$ cat src/rtl/fcc_pkg.sv
// Package: shared types for the floating-point compare condition unit.
// Assumes a 2-bit condition code and a 32-bit status word.
package fcc_pkg;
    typedef enum logic [1:0] {
        CC_EQ = 2'd0,
        CC_LT = 2'd1,
        CC_GT = 2'd2,
        CC_UN = 2'd3
    } cc_code_t;

    localparam int NUM_FIELDS = 4;
    localparam int CC_W       = 2;
endpackage

$ cat src/rtl/fcc_magcmp.sv
// fcc_magcmp: orders two IEEE-754 values of one format and returns a
// condition code. Assumes sign-magnitude layout {sign, exponent, fraction}.
module fcc_magcmp
    import fcc_pkg::*;
#(
    parameter int EXP_W = 8,
    parameter int MAN_W = 23
) (
    input  logic [EXP_W+MAN_W:0] a,
    input  logic [EXP_W+MAN_W:0] b,
    output cc_code_t             code
);
    localparam int W = EXP_W + MAN_W + 1;

    logic           a_sign, b_sign, a_nan, b_nan, both_zero;
    logic [W-2:0]   a_mag, b_mag;

    // Split operands and classify NaNs and zeros.
    always_comb begin
        a_sign    = a[W-1];
        b_sign    = b[W-1];
        a_mag     = a[W-2:0];
        b_mag     = b[W-2:0];
        a_nan     = (&a[W-2 -: EXP_W]) && (|a[MAN_W-1:0]);
        b_nan     = (&b[W-2 -: EXP_W]) && (|b[MAN_W-1:0]);
        both_zero = (a_mag == '0) && (b_mag == '0);
    end

    // Pick the code: unordered, signed zeros, sign split, then magnitude.
    always_comb begin
        if (a_nan || b_nan)
            code = CC_UN;
        else if (both_zero || (a == b))
            code = CC_EQ;
        else if (a_sign != b_sign)
            code = a_sign ? CC_LT : CC_GT;
        else if (a_sign ? (a_mag > b_mag) : (a_mag < b_mag))
            code = CC_LT;
        else
            code = CC_GT;
    end
endmodule

$ cat src/rtl/fcc_field_upd.sv
// fcc_field_upd: writes a condition code into one of four status fields and
// applies the invalid-operation policy. Assumes field positions do not
// overlap each other, the accrued bit or the trap-enable bit.
module fcc_field_upd
    import fcc_pkg::*;
#(
    parameter int STAT_W   = 32,
    parameter int CC0_POS  = 10,
    parameter int CC1_POS  = 22,
    parameter int CC2_POS  = 24,
    parameter int CC3_POS  = 26,
    parameter int ACCR_BIT = 9,
    parameter int TEN_BIT  = 28
) (
    input  logic [STAT_W-1:0] stat_in,
    input  logic [1:0]        sel,
    input  cc_code_t          code,
    output logic [STAT_W-1:0] stat_nxt,
    output logic              trap
);
    localparam int POS [NUM_FIELDS] = '{CC0_POS, CC1_POS, CC2_POS, CC3_POS};

    logic [NUM_FIELDS-1:0] hit;

    // One decoded enable per field.
    for (genvar k = 0; k < NUM_FIELDS; k++) begin : g_dec
        assign hit[k] = (sel == k[1:0]);
    end

    // Build the new status word from the selected field and NaN policy.
    always_comb begin
        stat_nxt = stat_in;
        for (int k = 0; k < NUM_FIELDS; k++) begin
            if (hit[k])
                stat_nxt[POS[k] +: CC_W] = code;
        end
        trap = 1'b0;
        if (code == CC_UN) begin
            if (stat_in[TEN_BIT])
                trap = 1'b1;
            else
                stat_nxt[ACCR_BIT] = 1'b1;
        end
    end
endmodule

$ cat src/rtl/fcc_unit.sv
// fcc_unit: top of the compare condition unit. Compares single or double
// operands, updates the status word and raises a one-cycle trap request.
// Assumes stat_in is stable for the cycle in which in_valid is high.
module fcc_unit
    import fcc_pkg::*;
#(
    parameter int STAT_W   = 32,
    parameter int CC0_POS  = 10,
    parameter int CC1_POS  = 22,
    parameter int CC2_POS  = 24,
    parameter int CC3_POS  = 26,
    parameter int ACCR_BIT = 9,
    parameter int TEN_BIT  = 28
) (
    input  logic              clk,
    input  logic              rst_n,
    input  logic              in_valid,
    input  logic              dbl_sel,
    input  logic [1:0]        cc_sel,
    input  logic [63:0]       op_a,
    input  logic [63:0]       op_b,
    input  logic [STAT_W-1:0] stat_in,
    output logic [STAT_W-1:0] stat_out,
    output logic              out_valid,
    output logic              trap_req
);
    localparam int NPREC = 2;
    localparam logic [STAT_W-1:0] KEEP_MASK = ~(
        ({{(STAT_W-2){1'b0}}, 2'b11} << CC0_POS) |
        ({{(STAT_W-2){1'b0}}, 2'b11} << CC1_POS) |
        ({{(STAT_W-2){1'b0}}, 2'b11} << CC2_POS) |
        ({{(STAT_W-2){1'b0}}, 2'b11} << CC3_POS) |
        ({{(STAT_W-1){1'b0}}, 1'b1}  << ACCR_BIT));

    cc_code_t          prec_code [NPREC];
    cc_code_t          code;
    logic [STAT_W-1:0] stat_nxt;
    logic              trap_nxt;

    // One comparator per precision; index 0 single, index 1 double.
    for (genvar p = 0; p < NPREC; p++) begin : g_prec
        localparam int EW = (p == 0) ? 8 : 11;
        localparam int MW = (p == 0) ? 23 : 52;
        localparam int W  = EW + MW + 1;
        fcc_magcmp #(.EXP_W(EW), .MAN_W(MW)) u_cmp (
            .a    (op_a[W-1:0]),
            .b    (op_b[W-1:0]),
            .code (prec_code[p])
        );
    end

    // Select the code of the requested precision.
    assign code = dbl_sel ? prec_code[1] : prec_code[0];

    fcc_field_upd #(
        .STAT_W(STAT_W), .CC0_POS(CC0_POS), .CC1_POS(CC1_POS),
        .CC2_POS(CC2_POS), .CC3_POS(CC3_POS),
        .ACCR_BIT(ACCR_BIT), .TEN_BIT(TEN_BIT)
    ) u_upd (
        .stat_in  (stat_in),
        .sel      (cc_sel),
        .code     (code),
        .stat_nxt (stat_nxt),
        .trap     (trap_nxt)
    );

    // Result register: load on a request, hold otherwise, pulse trap.
    always_ff @(posedge clk) begin
        if (!rst_n) begin
            stat_out  <= '0;
            out_valid <= 1'b0;
            trap_req  <= 1'b0;
        end else begin
            out_valid <= in_valid;
            trap_req  <= in_valid && trap_nxt;
            if (in_valid)
                stat_out <= stat_nxt;
        end
    end

    // a trap only follows a request whose trap enable was set.
    p_trap_needs_enable_r5: assert property (@(posedge clk) disable iff (!rst_n)
        trap_req |-> $past(stat_in[TEN_BIT]));

    // a trapping compare leaves the accrued flag as it came in.
    p_trap_keeps_accrued_r5: assert property (@(posedge clk) disable iff (!rst_n)
        trap_req |-> (stat_out[ACCR_BIT] == $past(stat_in[ACCR_BIT])));

    // a trap request always comes with a valid result.
    p_trap_with_result_r9: assert property (@(posedge clk) disable iff (!rst_n)
        trap_req |-> out_valid);

    // with no request the status word holds and no trap is raised.
    p_idle_hold_r9: assert property (@(posedge clk) disable iff (!rst_n)
        !in_valid |=> ($stable(stat_out) && !trap_req));

    // bits outside the fields and the accrued flag pass through.
    p_other_bits_pass_r3: assert property (@(posedge clk) disable iff (!rst_n)
        out_valid |-> ((stat_out & KEEP_MASK) == ($past(stat_in) & KEEP_MASK)));
endmodule

$ cat config.mk
export PLATFORM = sky130hd
export DESIGN_NAME = fcc_unit
export DESIGN_NICKNAME = d
export VERILOG_FILES = /design/src/rtl/fcc_pkg.sv /design/src/rtl/fcc_magcmp.sv /design/src/rtl/fcc_field_upd.sv /design/src/rtl/fcc_unit.sv
export SDC_FILE = /design/constraint.sdc
export NUM_CORES = 1
export LEC_CHECK = 0
export BUFFER_PORTS_ARGS = -buffer_cell sky130_fd_sc_hd__buf_2
export CAP_MARGIN = 20
export CORE_ASPECT_RATIO = 0.7
export CORE_MARGIN = 1
export CORE_UTILIZATION = 50
export DETAILED_ROUTE_END_ITERATION = 8
export PLACE_DENSITY_LB_ADDON = 0.08
export SLEW_MARGIN = 20
export SYNTH_ARGS = -nofsm -noshare
export SYNTH_HDL_FRONTEND = slang
export SYNTH_HIERARCHICAL = 1
export SYNTH_SLANG_ARGS = --single-unit
$ cat constraint.sdc
create_clock -name clk -period 3.69 [get_ports clk]
set_input_delay 0.738 -clock clk [delete_from_list [all_inputs] [get_ports clk]]
set_output_delay 0.738 -clock clk [all_outputs]
set_load 0.01 [all_outputs]
==> results of run 1 <==
[cell type report]
type | instances | share of cell area, %
multi-input cells | 430 | 58.0
repair buffers | 215 | 19.0
flip-flops and latches | 34 | 11.6
inverters | 98 | 6.25
well taps | 124 | 2.64
clock buffers | 6 | 2.36
clock inverters | 2 | 0.213
[report_power, final]
group / total, mW / internal (mW) / leakage [nW] / switching (mW)
sequential: 0.401 / 0.391 / 0.281 / 0.0104
clock: 0.418 / 0.267 / 0.0729 / 0.151
combinational: 0.553 / 0.250 / 2.83 / 0.303
[metal layers]
metal	global-route usage [%]	vias up	wire length (um)
met5	0	-	0
met4	5.36	0	138
met3	7.69	16	1540
met2	47.5	259	6360
met1	43.7	2339	7020
li1	-	2528	-
[state kept, by name, summed over array words and instances, names as in the netlist]
signal	cells
out_valid	1
stat_out	32
trap_req	1
[tightest hold or removal path, delay by kind of cell (launching register included)]
kind | cells | cell delay [ns]
DFF | 1 | 0.32
muxes | 1 | 0.06
and+or+nand+nor | 1 | 0.09
[logic make-up after synthesis]
| family | share of synthesized area [%] |
|---|---|
| AO/OA/AOI/OAI | 12.0 |
| XOR/XNOR | 0.372 |
| adder cells (fa/ha/maj) | 24.9 |
| buffers and inverters | 13.2 |
| flip-flops | 14.4 |
| multiplexers | 9.18 |
| AND/OR/NAND/NOR | 25.8 |
[final timing paths]
kind                             start  depth (start not counted)                   endpoint  slack (ns)
min reg2reg   stat_out[8]$_SDFFE_PN0P_                          2   stat_out[8]$_SDFFE_PN0P_        0.51
max reg2reg  stat_out[10]$_SDFFE_PN0P_                          2  stat_out[10]$_SDFFE_PN0P_        3.04
max                           op_b[25]                         13  stat_out[23]$_SDFFE_PN0P_        0.21
min           stat_out[8]$_SDFFE_PN0P_                          2   stat_out[8]$_SDFFE_PN0P_        0.51
[cell usage in the layout, fill, tap and decap left out, types with 13 or more instances in the layout]
| master | instances |
|---|---|
| sky130_fd_sc_hd__buf_4 | 16 |
| sky130_fd_sc_hd__nor2b_1 | 34 |
| sky130_fd_sc_hd__nand2_1 | 30 |
| sky130_fd_sc_hd__o21ai_0 | 13 |
| sky130_fd_sc_hd__mux2i_1 | 32 |
| sky130_fd_sc_hd__inv_1 | 98 |
| sky130_fd_sc_hd__nor4_1 | 48 |
| sky130_fd_sc_hd__dfxtp_1 | 34 |
| sky130_fd_sc_hd__buf_2 | 199 |
| sky130_fd_sc_hd__a21oi_1 | 38 |
| sky130_fd_sc_hd__nor2_1 | 16 |
| sky130_fd_sc_hd__ha_1 | 94 |
| sky130_fd_sc_hd__nand4_1 | 33 |
[stage by stage]
stage	hold slack, ns	cells	power, mW
floorplan	0.538	592	0.721
global route	0.531	909	1.47
detailed placement	0.496	901	0.950
CTS	0.513	909	1.38
finish	0.510	909	1.37
global placement	0.490	901	0.934
==> results.md, run 1 <==
| Metric | Reported | Unit |
|:---|:---|:---|
| Critical Path AT | 3.64 | ns |
| Clock insertion delay at the later pin of the skew report | 0.28 | ns |
| Number of instances resized during post-cts repair | 0 | - |
| Summed area of non-filler cells in the final layout | 5880 | um2 |
| Final number of hold-violating endpoints | 0 | - |
| Worst slack after detailed placement | -0.0662 | ns |
| Clock slew at the register clock pins of the worst setup and hold paths | 0.05 | ns |
| Critical path buffers and inverters | 2 | - |
| Largest driver fanout on the critical path | 6 | - |
| Total standard cell area after synthesis | 4710 | um2 |
| Cell types occupying the most area after synthesis | sky130_fd_sc_hd__ha_1 (25%), sky130_fd_sc_hd__dfxtp_1 (14%), sky130_fd_sc_hd__inv_1 (7.8%), sky130_fd_sc_hd__mux2i_1 (6.8%), sky130_fd_sc_hd__nor4_1 (6.4%) | - |
| Critical path cell sequence | buf_2 > inv_1 > ha_1 > nand4_1 > or4_1 > or2_4 > a21oi_2 > o22ai_1 > a311o_1 > mux2_2 > mux2_2 > mux2i_1 > nor2b_1 | - |
| Top-Level Pins | 200 | - |
| Leading post-synthesis cells by instance count | sky130_fd_sc_hd__inv_1 (98), sky130_fd_sc_hd__ha_1 (94), sky130_fd_sc_hd__nor4_1 (48) | - |
| Number of enable flip-flop cells after synthesis | 0 | - |
| Total of warnings raised by yosys | 6 | - |
| Global-route wire length before repair | 24300 | um |
| Cell chosen for the clock root | sky130_fd_sc_hd__clkbuf_16 | - |
| Overflow after GRT | 0 | - |
| Share of the core filled with cells in the final layout | 64.6 | % |
| Final max-slew violation count | 0 | - |
| Setup repair after global routing missed its margin | false | - |
| Number of nets in the final layout | 1044 | - |
| Syn Nets | 852 | - |
| Ys flop type | sky130_fd_sc_hd__dfxtp_1 | - |
| H-tree lvl count | 2 | - |
| Leakage Power | 3.18 | nW |
| Via count | 5142 | - |
| All-layer global routing usage | 30.9 | % |
| Violation count after the first detailed-routing iteration | 470 | - |
| Fraction of post-synthesis cell area in the top cell type by area | 24.9 | % |
| Synth area leader | sky130_fd_sc_hd__ha_1 | - |
| Register cell area after layout | 681 | um2 |
| First-pass detailed-route iteration total | 5 | - |
| Post-synthesis sequential area ratio | 14.4 | % |
| Maximum frequency from static timing analysis | 288 | MHz |
| Post-CTS Setup Repair Bufs | 0 | - |
| Post-route setup slack | 0.214 | ns |
| Transition time of the tightest slew-check pin | 0.947 | ns |
| Share of async-settable or async-resettable flops after synthesis | 0 | % |
| Number of inserted diodes | 0 | - |
| # DRC | 0 | - |
| Mean post-synth cell area | 7.96 | um2 |
| Number of register bits inferred by synthesis | 34 | - |
| Growth of design area from synthesis to finish | 24.8 | % |
| Placed wire-length estimate after detailed placement | 13100 | um |
| Total of hold buffers inserted after clock tree synthesis | 0 | - |
| CP endpoint kind | register | - |
| Total Neg Setup Slack | 0 | ns |
| Critical-path top delay cell | sky130_fd_sc_hd__or4_1 | - |
| Clock tree sinks | 34 | - |
| Maximum number of pins on one net before global-route repair | 35 | - |
| Most used cell, CP | sky130_fd_sc_hd__mux2_2 | - |
| Number of violations of the max-capacitance limit | 0 | - |
| Maximum root-to-sink buffer count | 2 | - |
| Setup Crit Path Kind | in -> reg | - |
| Status | completed | - |
| Total length of routed wires | 15100 | um |
| Layout filler cell count | 840 | - |
| Number of clock buffers inserted by TritonCTS | 5 | - |
| Slowest stage delay, CP | 0.57 | ns |
| Count leader, synth | sky130_fd_sc_hd__inv_1 | - |
| Worst min path class | reg -> reg | - |
| Detailed-route wire length per cell | 16.6 | um |
| Crit start category | input pin | - |
| Area of the die | 9830 | um2 |
| Number of library cell types mapped by synthesis | 57 | - |
| Residual antenna-violating net count after detailed routing | 0 | - |
| Global placement routability congestion | 1.06 | - |
| Final critical-path required period | 3.48 | ns |
| Area used by multi-input combinational logic | 3410 | um2 |
| Fin crit share | 94.2 | % |
| Vias in the first global route | 4929 | - |
| Gate count of the mapped netlist | 592 | - |
| Ratio of cells with drive above 1 in the final layout | 31.2 | % |
| WP data required | 3.86 | ns |
| Number of placement rows | 29 | - |
| Number of vias per cell | 5.66 | - |
| Setup violation total in the final timing report | 0 | - |
| TritonCTS clock tree | yes | - |
| Top delay family on crit path | simple AND/OR/NAND/NOR gates | - |
| Die Width | 118 | um |
| Worst clock skew on the final layout | 0 | ns |
| Number of input and output port buffers inserted | 199 | - |
| Core region area | 9110 | um2 |
| Starting Density | 51.8 | % |
| Die span in y | 83.2 | um |
| Worst rel slew slack | 36.8 | % |
| VDD IR max | 0.244 | mV |
| Number of antenna violations at the first check in global routing | 0 | - |
| Standard cell area after detailed placement | 5730 | um2 |
| Power density normalized to cell area | 233 | nW/um2 |
Power figures use the tool's default switching activity.
==> run 2: changes to the inputs <==
Settings changed: BUFFER_PORTS_ARGS -buffer_cell sky130_fd_sc_hd__buf_2 to -buffer_cell sky130_fd_sc_hd__buf_4, CAP_MARGIN 20 to not set, RECOVER_POWER set to 25.
==> run 2 against run 1 <==
  * The flow now finishes with violations (max-capacitance violations, max-slew violations)
  * Worst setup slack worse by 0.0036 ns
  * Critical path type unchanged
  * Flip-flop and latch count stayed put
  * Clock skew stayed put
  * Total power is 9.9% higher
  * Final area up 7.7%
  * Via count rose by 3.2%
  * First-iteration DRC count fell by 20%
  * Critical path depth shrank 1
  * Highest routed layer unchanged
==> results.md, run 2 (synthesized netlist as in run 1, its figures left out) <==
| Metric | Reported | Unit | vs previous |
|:---|:---|:---|:---|
| Number of vias per cell | 5.89 | - | +4.1% |
| Total of hold buffers inserted after clock tree synthesis | 0 | - | unchanged |
| VDD IR max | 0.190 | mV | -22% |
| Most used cell, CP | sky130_fd_sc_hd__nor4_1 | - |  |
| Cell chosen for the clock root | sky130_fd_sc_hd__clkbuf_16 | - |  |
| Crit start category | input pin | - |  |
| Final critical-path required period | 3.48 | ns | +0.00360 ns |
| Worst rel slew slack | -54.3 | % | -91 points |
| Clk network pwr share | 31.8 | % | +1.4 points |
| Die span in y | 83.2 | um | unchanged |
| Fin crit share | 94.3 | % | +0.097 points |
| CP endpoint kind | register | - |  |
| Most used cells in the layout excluding fill and tap cells | sky130_fd_sc_hd__buf_4 (206), sky130_fd_sc_hd__inv_1 (98), sky130_fd_sc_hd__ha_1 (94), sky130_fd_sc_hd__nor4_1 (48), sky130_fd_sc_hd__a21oi_1 (38) | - |  |
| Setup violation total in the final timing report | 0 | - | unchanged |
| Global placement routability congestion | 0.988 | - | -6.9% |
| Summed area of non-filler cells in the final layout | 6330 | um2 | +7.7% |
| Fraction of power consumed by sequential logic | 26.7 | % | -2.6 points |
| Reg2Reg Capture Point | stat_out[31]$_SDFFE_PN0P_ | - |  |
| Hold-critical path endpoint | stat_out[30]$_SDFFE_PN0P_ | - |  |
| Worst hold path startpoint | stat_out[30]$_SDFFE_PN0P_ | - |  |
| Internal cell power | 1.02 | mW | +12% |
| Number of violations of the max-capacitance limit | 1 | - | +1 |
| H-tree lvl count | 2 | - | unchanged |
| Clock insertion delay at the later pin of the skew report | 0.28 | ns | about the same |
| Largest driver fanout on the critical path | 6 | - | unchanged |
| Post-route setup slack | 0.210 | ns | -0.00360 ns |
| All-layer global routing usage | 33.4 | % | +2.5 points |
| Power density normalized to cell area | 238 | nW/um2 | +2.1% |
| TritonCTS clock tree | yes | - |  |
| Cell depth of the worst flop-to-flop path | 2 | - | unchanged |
| Largest registers | stat_out: 32 flops, out_valid: 1 flops, trap_req: 1 flops | - |  |
| Flop-to-flop setup slack | 2.97 | ns | -0.07 ns |
| Starting Density | 51.8 | % | unchanged |
| Biggest register | stat_out | - |  |
| Setup Crit Path Kind | in -> reg | - |  |
| Ratio of cells with drive above 1 in the final layout | 30.4 | % | -0.84 points |
| Part of the power in combinational logic | 41.5 | % | +1.2 points |
| Sw Share | 32.4 | % | -1.4 points |
| Area of the die | 9830 | um2 | unchanged |
| Standard cell area after detailed placement | 6170 | um2 | +7.6% |
| Top delay family on crit path | simple AND/OR/NAND/NOR gates | - |  |
| Critical path cell sequence | buf_4 > nor4_1 > nand4_1 > nor4_2 > nor4_1 > nor2_1 > nand2_1 > o211a_1 > mux2_2 > mux2_1 > mux2i_1 > nor2b_1 | - |  |
| Violation count after the first detailed-routing iteration | 375 | - | -20% |
| Core region area | 9110 | um2 | unchanged |
| Number of antenna violations at the first check in global routing | 0 | - | unchanged |
| Maximum frequency from static timing analysis | 287 | MHz | -0.10% |
| Detailed-routed wire length on met3 | 1760 | um | +14% |
| Critical path buffers and inverters | 1 | - | -1 |
| WP data required | 3.85 | ns | about the same |
| Worst min path class | reg -> reg | - |  |
| # DRC | 0 | - | unchanged |
| First-pass detailed-route iteration total | 5 | - | unchanged |
| Residual antenna-violating net count after detailed routing | 0 | - | unchanged |
| Number of instances resized during post-cts repair | 0 | - | unchanged |
| Leading cell type in the layout, fill and taps excluded | sky130_fd_sc_hd__buf_4 | - |  |
| Number of inserted diodes | 0 | - | unchanged |
| Status | finished with violations | - |  |
| Global-route wire length before repair | 26000 | um | +7.2% |
| Amount of wire on met2 after detailed routing | 7270 | um | +14% |
| Switching power total | 0.489 | mW | +5.3% |
| Setup repair after global routing missed its margin | false | - |  |
| Wire length the detailed router placed on met1 | 7120 | um | +1.4% |
| Top-Level Pins | 200 | - | unchanged |
| Post-CTS Setup Repair Bufs | 0 | - | unchanged |
| Number of input and output port buffers inserted | 199 | - | unchanged |
| Final max-slew violation count | 35 | - | +35 |
| Number of placement rows | 29 | - | unchanged |
| Overflow after GRT | 0 | - | unchanged |
| Critical Path AT | 3.64 | ns | about the same |
| Layout filler cell count | 774 | - | -7.9% |
| Placed wire-length estimate after detailed placement | 13900 | um | +6.5% |
| Vias in the first global route | 5222 | - | +5.9% |
| R2r startpoint | stat_out[31]$_SDFFE_PN0P_ | - |  |
| Worst slack after detailed placement | -0.00258 | ns | +0.0636 ns |
| Critical-path top delay cell | sky130_fd_sc_hd__nor4_2 | - |  |
| Slowest stage delay, CP | 0.46 | ns | -0.11 ns |
| Number of nets in the final layout | 1036 | - | -0.77% |
| Transition time of the tightest slew-check pin | 2.31 | ns | +1.37 ns |
| Number of instances on the worst hold path | 2 | - | unchanged |
| Failing checks | max-capacitance violations, max-slew violations | - |  |
| Maximum number of pins on one net before global-route repair | 35 | - | unchanged |
| Top routing layer in use | met4 | - |  |
| Maximum root-to-sink buffer count | 2 | - | unchanged |
| Total Neg Setup Slack | 0 | ns | unchanged |
| Final number of hold-violating endpoints | 0 | - | unchanged |
| Total length of routed wires | 16400 | um | +9.2% |
| Growth of design area from synthesis to finish | 34.4 | % |  |
| Total number of cells along the worst setup path | 12 | - | -1 |
| Clock tree sinks | 34 | - | unchanged |
| Number of clock buffers inserted by TritonCTS | 5 | - | unchanged |
| Die Width | 118 | um | unchanged |
| Worst clock skew on the final layout | 0 | ns | unchanged |
| Via count | 5304 | - | +3.2% |
| Largest register FFs | 32 | - | unchanged |
| Leakage Power | 3.29 | nW | +3.5% |
| Detailed-route wire length per cell | 18.2 | um | +10% |
| Clock slew at the register clock pins of the worst setup and hold paths | 0.06 | ns | about the same |
[run 2: changes by cell type in the layout (fill, tap and decap cells not counted), sizes merged]
cell | before | now
clkinv | 1 | 0
bufinv | 0 | 1
buf | 215 | 206
clkinvlp | 1 | 2
[run 2: layer usage]
layer  vias up  GRT usage [%]
li1       2509              -
met1      2446           44.5
met2       313           53.1
met3        36           9.20
met4         0           7.93
met5         -              0
[run 2: worst min-delay path: stages, from the launching register on]
cell	delay, ns
sky130_fd_sc_hd__dfxtp_1	0.33
sky130_fd_sc_hd__mux2i_1	0.06
sky130_fd_sc_hd__nor2b_1	0.09
[run 2: worst max path at each step]
stage                                           end  slack [ns]      from
final                     stat_out[24]$_SDFFE_PN0P_        0.21  op_b[40]
after global routing      stat_out[11]$_SDFFE_PN0P_        0.07  op_b[26]
after CTS                 stat_out[11]$_SDFFE_PN0P_        0.26  op_b[26]
after detailed placement  stat_out[11]$_SDFFE_PN0P_      -0.003  op_b[26]
after global placement    stat_out[25]$_SDFFE_PN0P_        0.05  op_b[30]
after floorplan           stat_out[25]$_SDFFE_PN0P_        0.35  op_b[30]
[run 2: area by class of cell]
type,count,area (um2),area share (%)
multi-input combinational,430,3410,53.8
timing repair buffer,207,1550,24.5
sequential,34,681,10.7
inverter,98,368,5.81
tap,124,155,2.45
clock buffer,5,125,1.98
clock inverter,3,45.0,0.711
[run 2: metrics by stage]
| step | hold WS [ns] | std cells | power [mW] | utilization [%] |
|---|---|---|---|---|
| 6_report | 0.517 | 901 | 1.51 | 69.6 |
| 5_1_grt | 0.545 | 901 | 1.59 | 69.6 |
| 3_5_place_dp | 0.505 | 893 | 1.02 | 67.7 |
| 4_1_cts | 0.519 | 901 | 1.50 | 69.6 |
| 2_1_floorplan | 0.538 | 592 | 0.721 | - |
| 3_3_place_gp | 0.498 | 893 | 0.994 | 67.7 |
[run 2: power by group through the flow]
stage | logic (mW) | registers [mW] | clock network, mW
after floorplan | 0.301 | 0.421 | 0
after global placement | 0.585 | 0.409 | 0
after detailed placement | 0.605 | 0.410 | 0
after CTS | 0.611 | 0.403 | 0.489
after global routing | 0.681 | 0.405 | 0.509
final | 0.625 | 0.403 | 0.480
